File: config.mk
export PLATFORM = sky130hd
export DESIGN_NAME = cla_addsub
export DESIGN_NICKNAME = d
export VERILOG_FILES = /design/src/rtl/cla_pkg.sv /design/src/rtl/cla_bit_terms.sv /design/src/rtl/cla_lookahead.sv /design/src/rtl/cla_addsub.sv
export SDC_FILE = /design/constraint.sdc
export NUM_CORES = 1
export LEC_CHECK = 0
export BUFFER_PORTS_ARGS = -buffer_cell sky130_fd_sc_hd__clkbuf_2
export CAP_MARGIN = 10
export CORE_ASPECT_RATIO = 1.5
export CORE_MARGIN = 4
export CORE_UTILIZATION = 35
export DETAILED_ROUTE_END_ITERATION = 8
export PLACE_DENSITY_LB_ADDON = 0.15
export REMOVE_ABC_BUFFERS = 1
export SKIP_LAST_GASP = 1
export SLEW_MARGIN = 0
export SYNTH_ARGS = -nofsm -noshare
export SYNTH_HDL_FRONTEND = slang
export SYNTH_HIERARCHICAL = 1
export SYNTH_SLANG_ARGS = --single-unit
File: constraint.sdc
create_clock -name vclk -period 3.4
set_clock_uncertainty 0.2 [all_clocks]
set_input_delay 0.17 -clock vclk [all_inputs]
set_output_delay 0.17 -clock vclk [all_outputs]
set_load 0.1 [all_outputs]
File: src/rtl/cla_pkg.sv
package cla_pkg;
  localparam int CLA_WIDTH = 16;
  localparam int CLA_GRP_W = 4;

  typedef struct packed {
    logic gen;
    logic prop;
  } cla_gp_t;
endpackage

File: src/rtl/cla_bit_terms.sv
module cla_bit_terms #(
  parameter int W = 16
) (
  input  logic [W-1:0] x_i,
  input  logic [W-1:0] y_i,
  output logic [W-1:0] gen_o,
  output logic [W-1:0] prop_o,
  output logic [W-1:0] half_o
);
  genvar gi;
  generate
    for (gi = 0; gi < W; gi++) begin : g_bit
      assign gen_o[gi]  = x_i[gi] & y_i[gi];
      assign prop_o[gi] = x_i[gi] | y_i[gi];
      assign half_o[gi] = x_i[gi] ^ y_i[gi];
    end
  endgenerate
endmodule

File: src/rtl/cla_lookahead.sv
// Generic N-input lookahead unit. It produces the internal carries
// c1..c(N-1) in sum-of-products form, plus the block-level generate
// and propagate terms.
module cla_lookahead #(
  parameter int N = 4
) (
  input  logic [N-1:0] gen_i,
  input  logic [N-1:0] prop_i,
  input  logic         cin_i,
  output logic [N-2:0] carry_o,
  output logic         blk_gen_o,
  output logic         blk_prop_o
);
  logic acc;
  logic term;
  logic gacc;
  logic gterm;

  always_comb begin
    acc  = 1'b0;
    term = 1'b0;
    for (int i = 0; i < N - 1; i++) begin
      acc = cin_i;
      for (int k = 0; k <= i; k++) acc = acc & prop_i[k];
      for (int j = 0; j <= i; j++) begin
        term = gen_i[j];
        for (int k = j + 1; k <= i; k++) term = term & prop_i[k];
        acc = acc | term;
      end
      carry_o[i] = acc;
    end
  end

  always_comb begin
    gacc  = 1'b0;
    gterm = 1'b0;
    for (int j = 0; j < N; j++) begin
      gterm = gen_i[j];
      for (int k = j + 1; k < N; k++) gterm = gterm & prop_i[k];
      gacc = gacc | gterm;
    end
    blk_gen_o  = gacc;
    blk_prop_o = &prop_i;
  end
endmodule

File: src/rtl/cla_addsub.sv
module cla_addsub
  import cla_pkg::*;
#(
  parameter int WIDTH = CLA_WIDTH,
  parameter int GRP_W = CLA_GRP_W
) (
  input  logic [WIDTH-1:0] op_a,
  input  logic [WIDTH-1:0] op_b,
  input  logic             sub_en,
  input  logic             carry_in,
  output logic [WIDTH-1:0] sum_o,
  output logic             carry_o,
  output logic             ovf_o
);
  localparam int NGRP = WIDTH / GRP_W;
  localparam int MSB  = WIDTH - 1;

  logic [WIDTH-1:0] b_eff;
  logic             c0;
  logic [WIDTH-1:0] bit_g, bit_p, bit_h;
  logic [WIDTH-1:0] bit_c;
  logic [NGRP-1:0]  grp_cin;
  cla_gp_t [NGRP-1:0] grp_gp;
  logic [NGRP-1:0]  grp_g, grp_p;
  logic [NGRP-2:0]  l2_carry;
  logic             all_g, all_p;

  assign b_eff = op_b ^ {WIDTH{sub_en}};
  assign c0    = carry_in ^ sub_en;

  cla_bit_terms #(.W(WIDTH)) u_terms (
    .x_i   (op_a),
    .y_i   (b_eff),
    .gen_o (bit_g),
    .prop_o(bit_p),
    .half_o(bit_h)
  );

  genvar gk;
  generate
    for (gk = 0; gk < NGRP; gk++) begin : g_grp
      logic [GRP_W-2:0] inner_c;
      logic             gg, gp;
      cla_lookahead #(.N(GRP_W)) u_grp (
        .gen_i     (bit_g[gk*GRP_W +: GRP_W]),
        .prop_i    (bit_p[gk*GRP_W +: GRP_W]),
        .cin_i     (grp_cin[gk]),
        .carry_o   (inner_c),
        .blk_gen_o (gg),
        .blk_prop_o(gp)
      );
      assign grp_gp[gk].gen  = gg;
      assign grp_gp[gk].prop = gp;
      assign grp_g[gk] = grp_gp[gk].gen;
      assign grp_p[gk] = grp_gp[gk].prop;
      assign bit_c[gk*GRP_W]                  = grp_cin[gk];
      assign bit_c[gk*GRP_W+1 +: GRP_W-1]     = inner_c;
    end
  endgenerate

  cla_lookahead #(.N(NGRP)) u_level2 (
    .gen_i     (grp_g),
    .prop_i    (grp_p),
    .cin_i     (c0),
    .carry_o   (l2_carry),
    .blk_gen_o (all_g),
    .blk_prop_o(all_p)
  );

  assign grp_cin = {l2_carry, c0};

  assign sum_o   = bit_h ^ bit_c;
  assign carry_o = all_g | (all_p & c0);
  assign ovf_o   = (op_a[MSB] ~^ b_eff[MSB]) & (sum_o[MSB] ^ op_a[MSB]);
endmodule

Word-level counts from Yosys, hierarchy flattened
Index checks and enable logic that the tools add are counted.

Logic and storage cells: 151. Bits in registers: 0. Output and inout port bits: 18. Input bits: 34.

Bitwise operators: 146. Reduce and logical (&&, ||, !) cells: 5.

Operators with widths (number): $and A1 B1 Y1 (63); $or A1 B1 Y1 (62); $xor A16 B16 Y16 (2); $xor A1 B1 Y1 (18); $reduce_and A16 Y1 (1); $reduce_and A4 Y1 (4); $xnor A1 B1 Y1 (1).

Logic depth before layout (Yosys ltp)
Gate-level depths: netlist of run 1.

Depth after elaboration: 22. Mapped depth: 17. Depth with buffers taken out: 13.

Hierarchy
The synthesis of run 1 kept the hierarchy.

Modules (own cells, without submodules): cla_bit_terms (times used 1, cells each 80, area each 580.6 um2, seq. area each 0.0 um2); cla_addsub (times used 1, cells each 39, area each 352.8 um2, seq. area each 0.0 um2); cla_lookahead (times used 5, cells each 13, area each 67.6 um2, seq. area each 0.0 um2).

Worst setup path after synthesis of run 1
Ideal clock, no wire load.

Kind: input to output. Start point: in sub_en. End point: out ovf_o. Setup slack: -1.298 ns. Data required time: 3.030 ns. Arrival: 4.328 ns. Stages on the path: 17. Path buffers: 4. Cells stage by stage: buf_6 > buf_4 > xor2_1 > inv_1 > ha_1 > inv_1 > a21oi_1 > o21ai_0 > a21oi_1 > o21ai_0 > buf_4 > a21oi_2 > o21ai_0 > buf_4 > xor2_1 > nor3b_1 > a21o_1.

Elaborated cells on any way between the ends: 85. Classes of those cells: 82 x bitwise; 3 x reduce/logical.

RTL lines: start, declared (RTL line cla_addsub.sv:9) `input logic sub_en,`; $xor A16 B16 Y16 (RTL line cla_addsub.sv:28) `assign b_eff = op_b ^ {WIDTH{sub_en}};`; net b_eff[5] (RTL line cla_addsub.sv:18) `logic [WIDTH-1:0] b_eff;`; $or A1 B1 Y1 (RTL line cla_bit_terms.sv:14) `assign prop_o[gi] = x_i[gi] | y_i[gi];`; net bit_p[5] (RTL line cla_addsub.sv:20) `logic [WIDTH-1:0] bit_g, bit_p, bit_h;`; $and A1 B1 Y1 (3 in a row) (RTL line cla_lookahead.sv:39) `for (int k = j + 1; k < N; k++) gterm = gterm & prop_i[k];`; $or A1 B1 Y1 (3 in a row) (RTL line cla_lookahead.sv:40) `gacc = gacc | gterm;`; net g_grp[1].gg (RTL line cla_addsub.sv:43) `logic gg, gp;`; $and A1 B1 Y1 (RTL line cla_lookahead.sv:27) `for (int k = j + 1; k <= i; k++) term = term & prop_i[k];`; $or A1 B1 Y1 (2 in a row) (RTL line cla_lookahead.sv:28) `acc = acc | term;`; net u_level2.acc (RTL line cla_lookahead.sv:14) `logic acc;`; $and A1 B1 Y1 (3 in a row) (RTL line cla_lookahead.sv:24) `for (int k = 0; k <= i; k++) acc = acc & prop_i[k];`; $or A1 B1 Y1 (3 in a row) (RTL line cla_lookahead.sv:28); net g_grp[3].u_grp.acc (RTL line cla_lookahead.sv:14); $xor A16 B16 Y16 (RTL line cla_addsub.sv:72) `assign sum_o = bit_h ^ bit_c;`; net sum_o[15] (RTL line cla_addsub.sv:11) `output logic [WIDTH-1:0] sum_o,`; $xor A1 B1 Y1 (RTL line cla_addsub.sv:74) `assign ovf_o = (op_a[MSB] ~^ b_eff[MSB]) & (sum_o[MSB] ^ op_a[MSB]);`; $and A1 B1 Y1 (RTL line cla_addsub.sv:74); end, declared (RTL line cla_addsub.sv:13) `output logic ovf_o`.

The timed path passes the listed nets, and every way through them passes these cells.

Worst setup path in the final report of run 1
Start point: in sub_en. End point: out ovf_o.

Longest elaborated chain between the ends: 22. Elaborated cells on any way between the ends: 85. Classes of those cells: 82 x bitwise; 3 x reduce/logical.

Ends and longest elaborated chain: $xor A16 B16 Y16 (RTL line cla_addsub.sv:28); net b_eff[1] (RTL line cla_addsub.sv:18); $or A1 B1 Y1 (RTL line cla_bit_terms.sv:14); net bit_p[1] (RTL line cla_addsub.sv:20); $and A1 B1 Y1 (3 in a row) (RTL line cla_lookahead.sv:39); $or A1 B1 Y1 (3 in a row) (RTL line cla_lookahead.sv:40); net g_grp[0].gg (RTL line cla_addsub.sv:43); $and A1 B1 Y1 (2 in a row) (RTL line cla_lookahead.sv:27); $or A1 B1 Y1 (3 in a row) (RTL line cla_lookahead.sv:28); net l2_carry[2] (RTL line cla_addsub.sv:25) `logic [NGRP-2:0] l2_carry;`; $and A1 B1 Y1 (3 in a row) (RTL line cla_lookahead.sv:24); $or A1 B1 Y1 (3 in a row) (RTL line cla_lookahead.sv:28); net g_grp[3].inner_c[2] (RTL line cla_addsub.sv:42) `logic [GRP_W-2:0] inner_c;`; $xor A16 B16 Y16 (RTL line cla_addsub.sv:72); $xor A1 B1 Y1 (RTL line cla_addsub.sv:74); $and A1 B1 Y1 (RTL line cla_addsub.sv:74).

The timed path passes the listed nets, and every way through them passes these cells.

==> results of run 1 <==
==> repair_timing <==
| item | 4_1_cts | 5_1_grt |
|---|---|---|
| gates resized for setup | 0 | 1 |
| setup endpoints to repair | 0 | 1 |
| hold buffers | 0 | 0 |
==> per-layer routing <==
metal | up-vias | routed length, um | part of all wire, %
met4 | 0 | 0 | 0
met3 | 0 | 171 | 6.7
met1 | 520 | 949 | 37
met2 | 30 | 1430 | 56
met5 | - | 0 | 0
li1 | 653 | - | -
==> logic make-up (layout without fill, tap and decap cells) <==
| logic type | count (synthesis) | count (layout) |
|---|---|---|
| AND/OR/NAND/NOR | 22 | 22 |
| adder cells (fa/ha/maj) | 32 | 32 |
| XOR/XNOR | 33 | 33 |
| AO/OA/AOI/OAI | 37 | 37 |
| buffers and inverters | 60 | 109 |
==> metrics by stage <==
stage          hold slack [ns]  utilization [%]  worst slack [ns]
5_1_grt                  0.622             49.2            0.0333
3_5_place_dp             0.591             49.2             0.163
4_1_cts                  0.592             49.2             0.167
3_3_place_gp             0.590             49.2             0.238
6_report                 0.590             49.2             0.314
2_1_floorplan            0.598                -             -1.03
==> worst max-delay path, stage by stage <==
cell,delay [ns]
clkbuf_2,0.10
buf_12,0.17
xor2_1,0.19
inv_1,0.06
ha_1,0.17
inv_1,0.08
a21oi_1,0.06
o21ai_0,0.30
a21oi_2,0.08
o21ai_1,0.23
a21oi_2,0.10
o21ai_0,0.21
xor2_1,0.21
and2b_1,0.20
a21o_1,0.20
buf_12,0.17
==> power groups by stage <==
| stage | clock network, mW | registers [mW] | logic [mW] |
|---|---|---|---|
| after global routing | 0 | 0 | 1.01 |
| after CTS | 0 | 0 | 0.973 |
| after detailed placement | 0 | 0 | 0.970 |
| after global placement | 0 | 0 | 0.969 |
| after floorplan | 0 | 0 | 0.706 |
| final | 0 | 0 | 0.963 |
==> placed cells by master (no fill, tap or decap) <==
cell      instances
inv_1            48
clkbuf_2         42
ha_1             32
xor2_1           31
nand2_1          15
a21oi_1          15
o21ai_0           9
buf_12            9
a21o_1            7
a21oi_2           5
inv_2             5
nor2_1            5
buf_4             5
xor2_2            2
and2b_1           1
nor3b_1           1
o21ai_1           1
==> final cells by class <==
cell class | instances | area (um^2)
Inverter | 53 | 199
Timing Repair Buffer | 56 | 428
Tap cell | 42 | 52.6
Multi-Input combinational cell | 124 | 1020
Fill cell | 372 | 1750
==> worst min-delay path by stage <==
stage	startpoint	to	slack, ns	cells after the start
floorplan	op_a[15]	ovf_o	0.60	1
global placement	op_a[15]	ovf_o	0.59	3
detailed placement	op_a[15]	ovf_o	0.59	3
CTS	op_a[15]	ovf_o	0.59	3
global route	op_a[15]	ovf_o	0.62	3
finish	op_a[15]	ovf_o	0.59	3
==> results.py, run 1 <==
metrics = {
    "run_status": {
        "status": "completed",
    },
    "setup_path": {
        "crit_required_ns": 3.03,
        "cp-start-kind": "primary input",
        "crit_fanout": 17,
        "worstSetupEndpointType": "primary output",
        "critical_path_class": "in2out",
        "worstPathArrival_ns": 2.72,
        "critPathLaunch": "sub_en",
        "endpoint": "ovf_o",
    },
    "timing": {
        "max_slew_margin_pct": 63.8,
        "hold_viol": 0,
        "min_period_ns": 3.09,
        "setup_viol": 0,
        "clock.fmax_mhz": 324,
        "post-route-period-util_pct": 90.8,
        "fin_tns_setup_ns": 0,
        "rsz0062_at_grt": "false",
        "worst_slew_pin_slew_ns": 0.546,
        "final_max_slew_viol_count": 0,
    },
    "power_and_ir_drop": {
        "switchingPower_mw": 0.695,
        "clkPwrFrac_pct": 0,
        "switching_share_pct": 72.2,
        "peakVddDrop_uv": 346,
        "power_mw": 0.963,
        "comb_power_share_pct": 100.0,
        "seq_power_share_pct": 0,
        "pwr_density_cell_nw_per_um2": 568,
        "p_leak_nw": 1.06,
        "intPower_mw": 0.267,
    },
    "yosys": {
        "synth_largest_area_cell": "ha_1",
        "yosysTopAreaCellShare_pct": 31.5,
        "synth.most_common_cell": "inv_1",
        "synthCells": 184,
        "syn_area_per_cell_um2": 6.91,
        "synthMuxAreaShare_pct": 0,
        "synth_compound_area_share_pct": 17.4,
        "synth.distinct_cells": 15,
        "yosys.area_share.xor_xnor_pct": 23.9,
        "synth_fa_ha_area_share_pct": 31.5,
        "synth_commonest_cells": "48 x inv_1, 32 x ha_1, 31 x xor2_1, 15 x a21oi_1, 15 x nand2_1",
        "yosysSeqAreaShare_pct": 0,
        "synthTopCellsByArea": "ha_1 31%, xor2_1 21%, inv_1 14%",
        "synth_top_family_by_area": "adder cells",
        "syn_area_um2": 1270,
        "synth-simple-area-share_pct": 7.09,
        "yosysWarnings": 6,
    },
    "global_route": {
        "antenna_found_initial": 0,
        "busiest_layer": "met2",
        "grtUsageTotal_pct": 10.9,
        "gr-total-overflow": 0,
        "grt_pass1_vias": 1182,
        "met3_usage_pct": 1.10,
        "grtUsageMet2_pct": 23.9,
        "grtUsageMet1_pct": 11.3,
        "grt_max_degree": 18,
        "grt_pass1_wl_um": 4400,
    },
    "placed_design": {
        "gp_congestion": 0.772,
        "dp.final_hpwl_um": 2380,
        "dp.cells": 275,
        "place_area_um2": 1700,
        "io_buffers": 52,
    },
    "finish": {
        "seq_cells": 0,
        "n_clock_buffer": 0,
        "final_area_um2": 1700,
        "num_antenna_cells": 0,
        "final_nets": 301,
        "stdcell_count": 275,
        "area_delta_synth_final_pct": 33.4,
        "layout-drive-gt1-share_pct": 29.2,
        "seqCellArea_um2": 0,
    },
    "route": {
        "antenna_left": 0,
        "via_count": 1203,
        "wl_per_cell_um": 9.27,
        "avgViaCountPerCell": 4.37,
        "drc": 0,
        "drt_iter0_drc": 17,
        "drt-pass1-iter-count": 4,
        "finalWirelength_um": 2550,
    },
    "die": {
        "rows": 26,
        "ios": 52,
        "dieWidth_um": 57.2,
        "initial_utilization_pct": 36.9,
        "core_area_um2": 3450,
        "dieArea_um2": 4680,
        "chipHeight_um": 81.8,
    },
    "worst_hold_path": {
        "hold_class": "in2out",
    },
    "clock_tree": {
        "post-cts-setup-buffers": 0,
    },
    "run": {
        "maxCapViolations": 0,
    },
}
No activity file was read; power rests on OpenSTA's default activity.
==> run 2, diff against run 1 <==
--- a/config.mk
+++ b/config.mk
@@ -12,6 +12,7 @@
 export CORE_UTILIZATION = 35
 export DETAILED_ROUTE_END_ITERATION = 8
 export PLACE_DENSITY_LB_ADDON = 0.15
+export RECOVER_POWER = 100
 export REMOVE_ABC_BUFFERS = 1
 export SKIP_LAST_GASP = 1
 export SLEW_MARGIN = 0
==> run 2 against run 1 <==
Hold slack gained 0.0058 ns. Cell area shrank 6.3%. First-iteration DRC count shrank 5.9%. Sequential cell count is the same. Total power shrank 11%. Critical path depth is the same. Global-route usage is the same. Largest power group unchanged.
==> results.py, run 2 (same netlist as run 1, synthesis figures left out) <==
metrics = {
    "setup_path": {
        "crit_required_ns": 3.03,
        "crit_path_top_delay_cell": "o21ai_0",
        "worstPathArrival_ns": 2.69,
        "crit_path_cell_trace": "clkbuf_2 -> buf_12 -> xor2_1 -> inv_1 -> ha_1 -> inv_1 -> a21oi_1 -> o21ai_0 -> a21oi_2 -> o21ai_1 -> a21oi_2 -> o21ai_0 -> xor2_1 -> nor3b_1 -> a21o_1 -> buf_6",
        "worstSetupEndpointType": "primary output",
        "crit_fanout": 17,
        "cp-start-kind": "primary input",
        "critical_path_class": "in2out",
        "critPathMaxStageDelay_ns": 0.30,
    },
    "power_and_ir_drop": {
        "switchingPower_mw": 0.680,
        "peakVddDrop_uv": 297,
        "clkPwrFrac_pct": 0,
        "switching_share_pct": 79.3,
        "comb_power_share_pct": 100.0,
        "p_leak_nw": 1.02,
        "intPower_mw": 0.177,
        "seq_power_share_pct": 0,
        "pwr_density_cell_nw_per_um2": 540,
    },
    "timing": {
        "hold_viol": 0,
        "holdWs_ns": 0.596,
        "rsz0062_at_grt": "false",
        "min_period_ns": 3.06,
        "post-route-period-util_pct": 90.1,
        "clock.fmax_mhz": 326,
        "worst_slew_pin_slew_ns": 1.17,
        "setup_viol": 0,
        "final_max_slew_viol_count": 0,
        "max_slew_margin_pct": 22.6,
        "setup_ws_ns": 0.336,
    },
    "route": {
        "drt_iter0_drc": 16,
        "antenna_left": 0,
        "drt-pass1-iter-count": 4,
        "via_count": 1200,
        "wl_per_cell_um": 9.28,
        "finalWirelength_um": 2550,
        "drc": 0,
        "avgViaCountPerCell": 4.36,
    },
    "finish": {
        "layout-drive-gt1-share_pct": 26.6,
        "num_antenna_cells": 0,
        "final_common_cell": "inv_1",
        "layout_common_cells": "49 x inv_1, 44 x clkbuf_2, 32 x ha_1, 31 x xor2_1",
        "seqCellArea_um2": 0,
        "area_delta_synth_final_pct": 24.9,
        "seq_cells": 0,
        "final_core_util_pct": 46.0,
        "final_nets": 301,
        "n_fill_cell": 387,
        "n_clock_buffer": 0,
    },
    "placed_design": {
        "gp_congestion": 0.772,
        "dp.final_hpwl_um": 2380,
        "place_ws_ns": 0.163,
        "io_buffers": 52,
    },
    "global_route": {
        "gr-total-overflow": 0,
        "grt_pass1_vias": 1182,
        "grt_pass1_wl_um": 4400,
        "grtUsageTotal_pct": 10.9,
        "grt_max_degree": 18,
        "antenna_found_initial": 0,
    },
    "die": {
        "dieWidth_um": 57.2,
        "dieArea_um2": 4680,
        "core_area_um2": 3450,
        "initial_utilization_pct": 36.9,
        "chipHeight_um": 81.8,
        "rows": 26,
        "ios": 52,
    },
    "worst_hold_path": {
        "hold_class": "in2out",
    },
    "run": {
        "maxCapViolations": 0,
    },
    "run_status": {
        "status": "completed",
    },
    "clock_tree": {
        "post-cts-setup-buffers": 0,
    },
}
==> run 2: cell types whose count changed in the layout (fill, tap and decap cells not counted) <==
cell,before,now
buf_4,5,3
clkbuf_4,0,1
inv_1,48,49
clkbuf_1,0,5
buf_12,9,2
buf_6,0,1
clkbuf_2,42,44
inv_2,5,4
==> run 2: power groups by stage <==
stage / logic (mW) / registers [mW] / clock network (mW)
2_1_floorplan: 0.706 / 0 / 0
3_3_place_gp: 0.969 / 0 / 0
3_5_place_dp: 0.970 / 0 / 0
4_1_cts: 0.973 / 0 / 0
5_1_grt: 0.907 / 0 / 0
6_report: 0.857 / 0 / 0
==> run 2: layer usage <==
layer	vias up	track usage, %	wire, um
met3	0	1.10	162
met5	-	0	0
met1	517	11.3	964
li1	653	-	-
met2	30	23.9	1430
met4	0	0	0
==> run 2: stage by stage <==
stage	power, mW	area (um^2)	cells	setup TNS (ns)
floorplan	0.706	1210	177	-1.09
global placement	0.969	1700	275	0
detailed placement	0.970	1700	275	0
CTS	0.973	1700	275	0
global route	0.907	1590	275	0
finish	0.857	1590	275	0
==> run 2: final timing paths <==
kind              depth (start not counted)  endpoint  startpoint  slack (ns)
setup / recovery                         16     ovf_o      sub_en        0.34
hold / removal                            3     ovf_o    op_a[15]        0.60
==> run 2: repair_timing <==
item / 4_1_cts / 5_1_grt
resized for setup: 0 / 1
endpoints found under the hold margin: 0 / 0
hold buffers: 0 / 0
setup endpoints to repair: 0 / 1
==> run 2: critical path, delay by kind of cell <==
family / cells / cell delay [ns]
AOI/OAI and AO/OA: 7 / 1.09
xor gates and xnor gates: 2 / 0.40
adders and majority gates: 1 / 0.17
buffers and inverters: 5 / 0.63
and+or+nand+nor: 1 / 0.22
==> run 2: area by class of cell <==
| cell class | count | area, um^2 | area share [%] |
|---|---|---|---|
| Inverter | 53 | 199 | 12.5 |
| Multi-Input combinational cell | 124 | 1020 | 64.0 |
| Tap cell | 42 | 52.6 | 3.31 |
| Timing Repair Buffer | 56 | 320 | 20.2 |
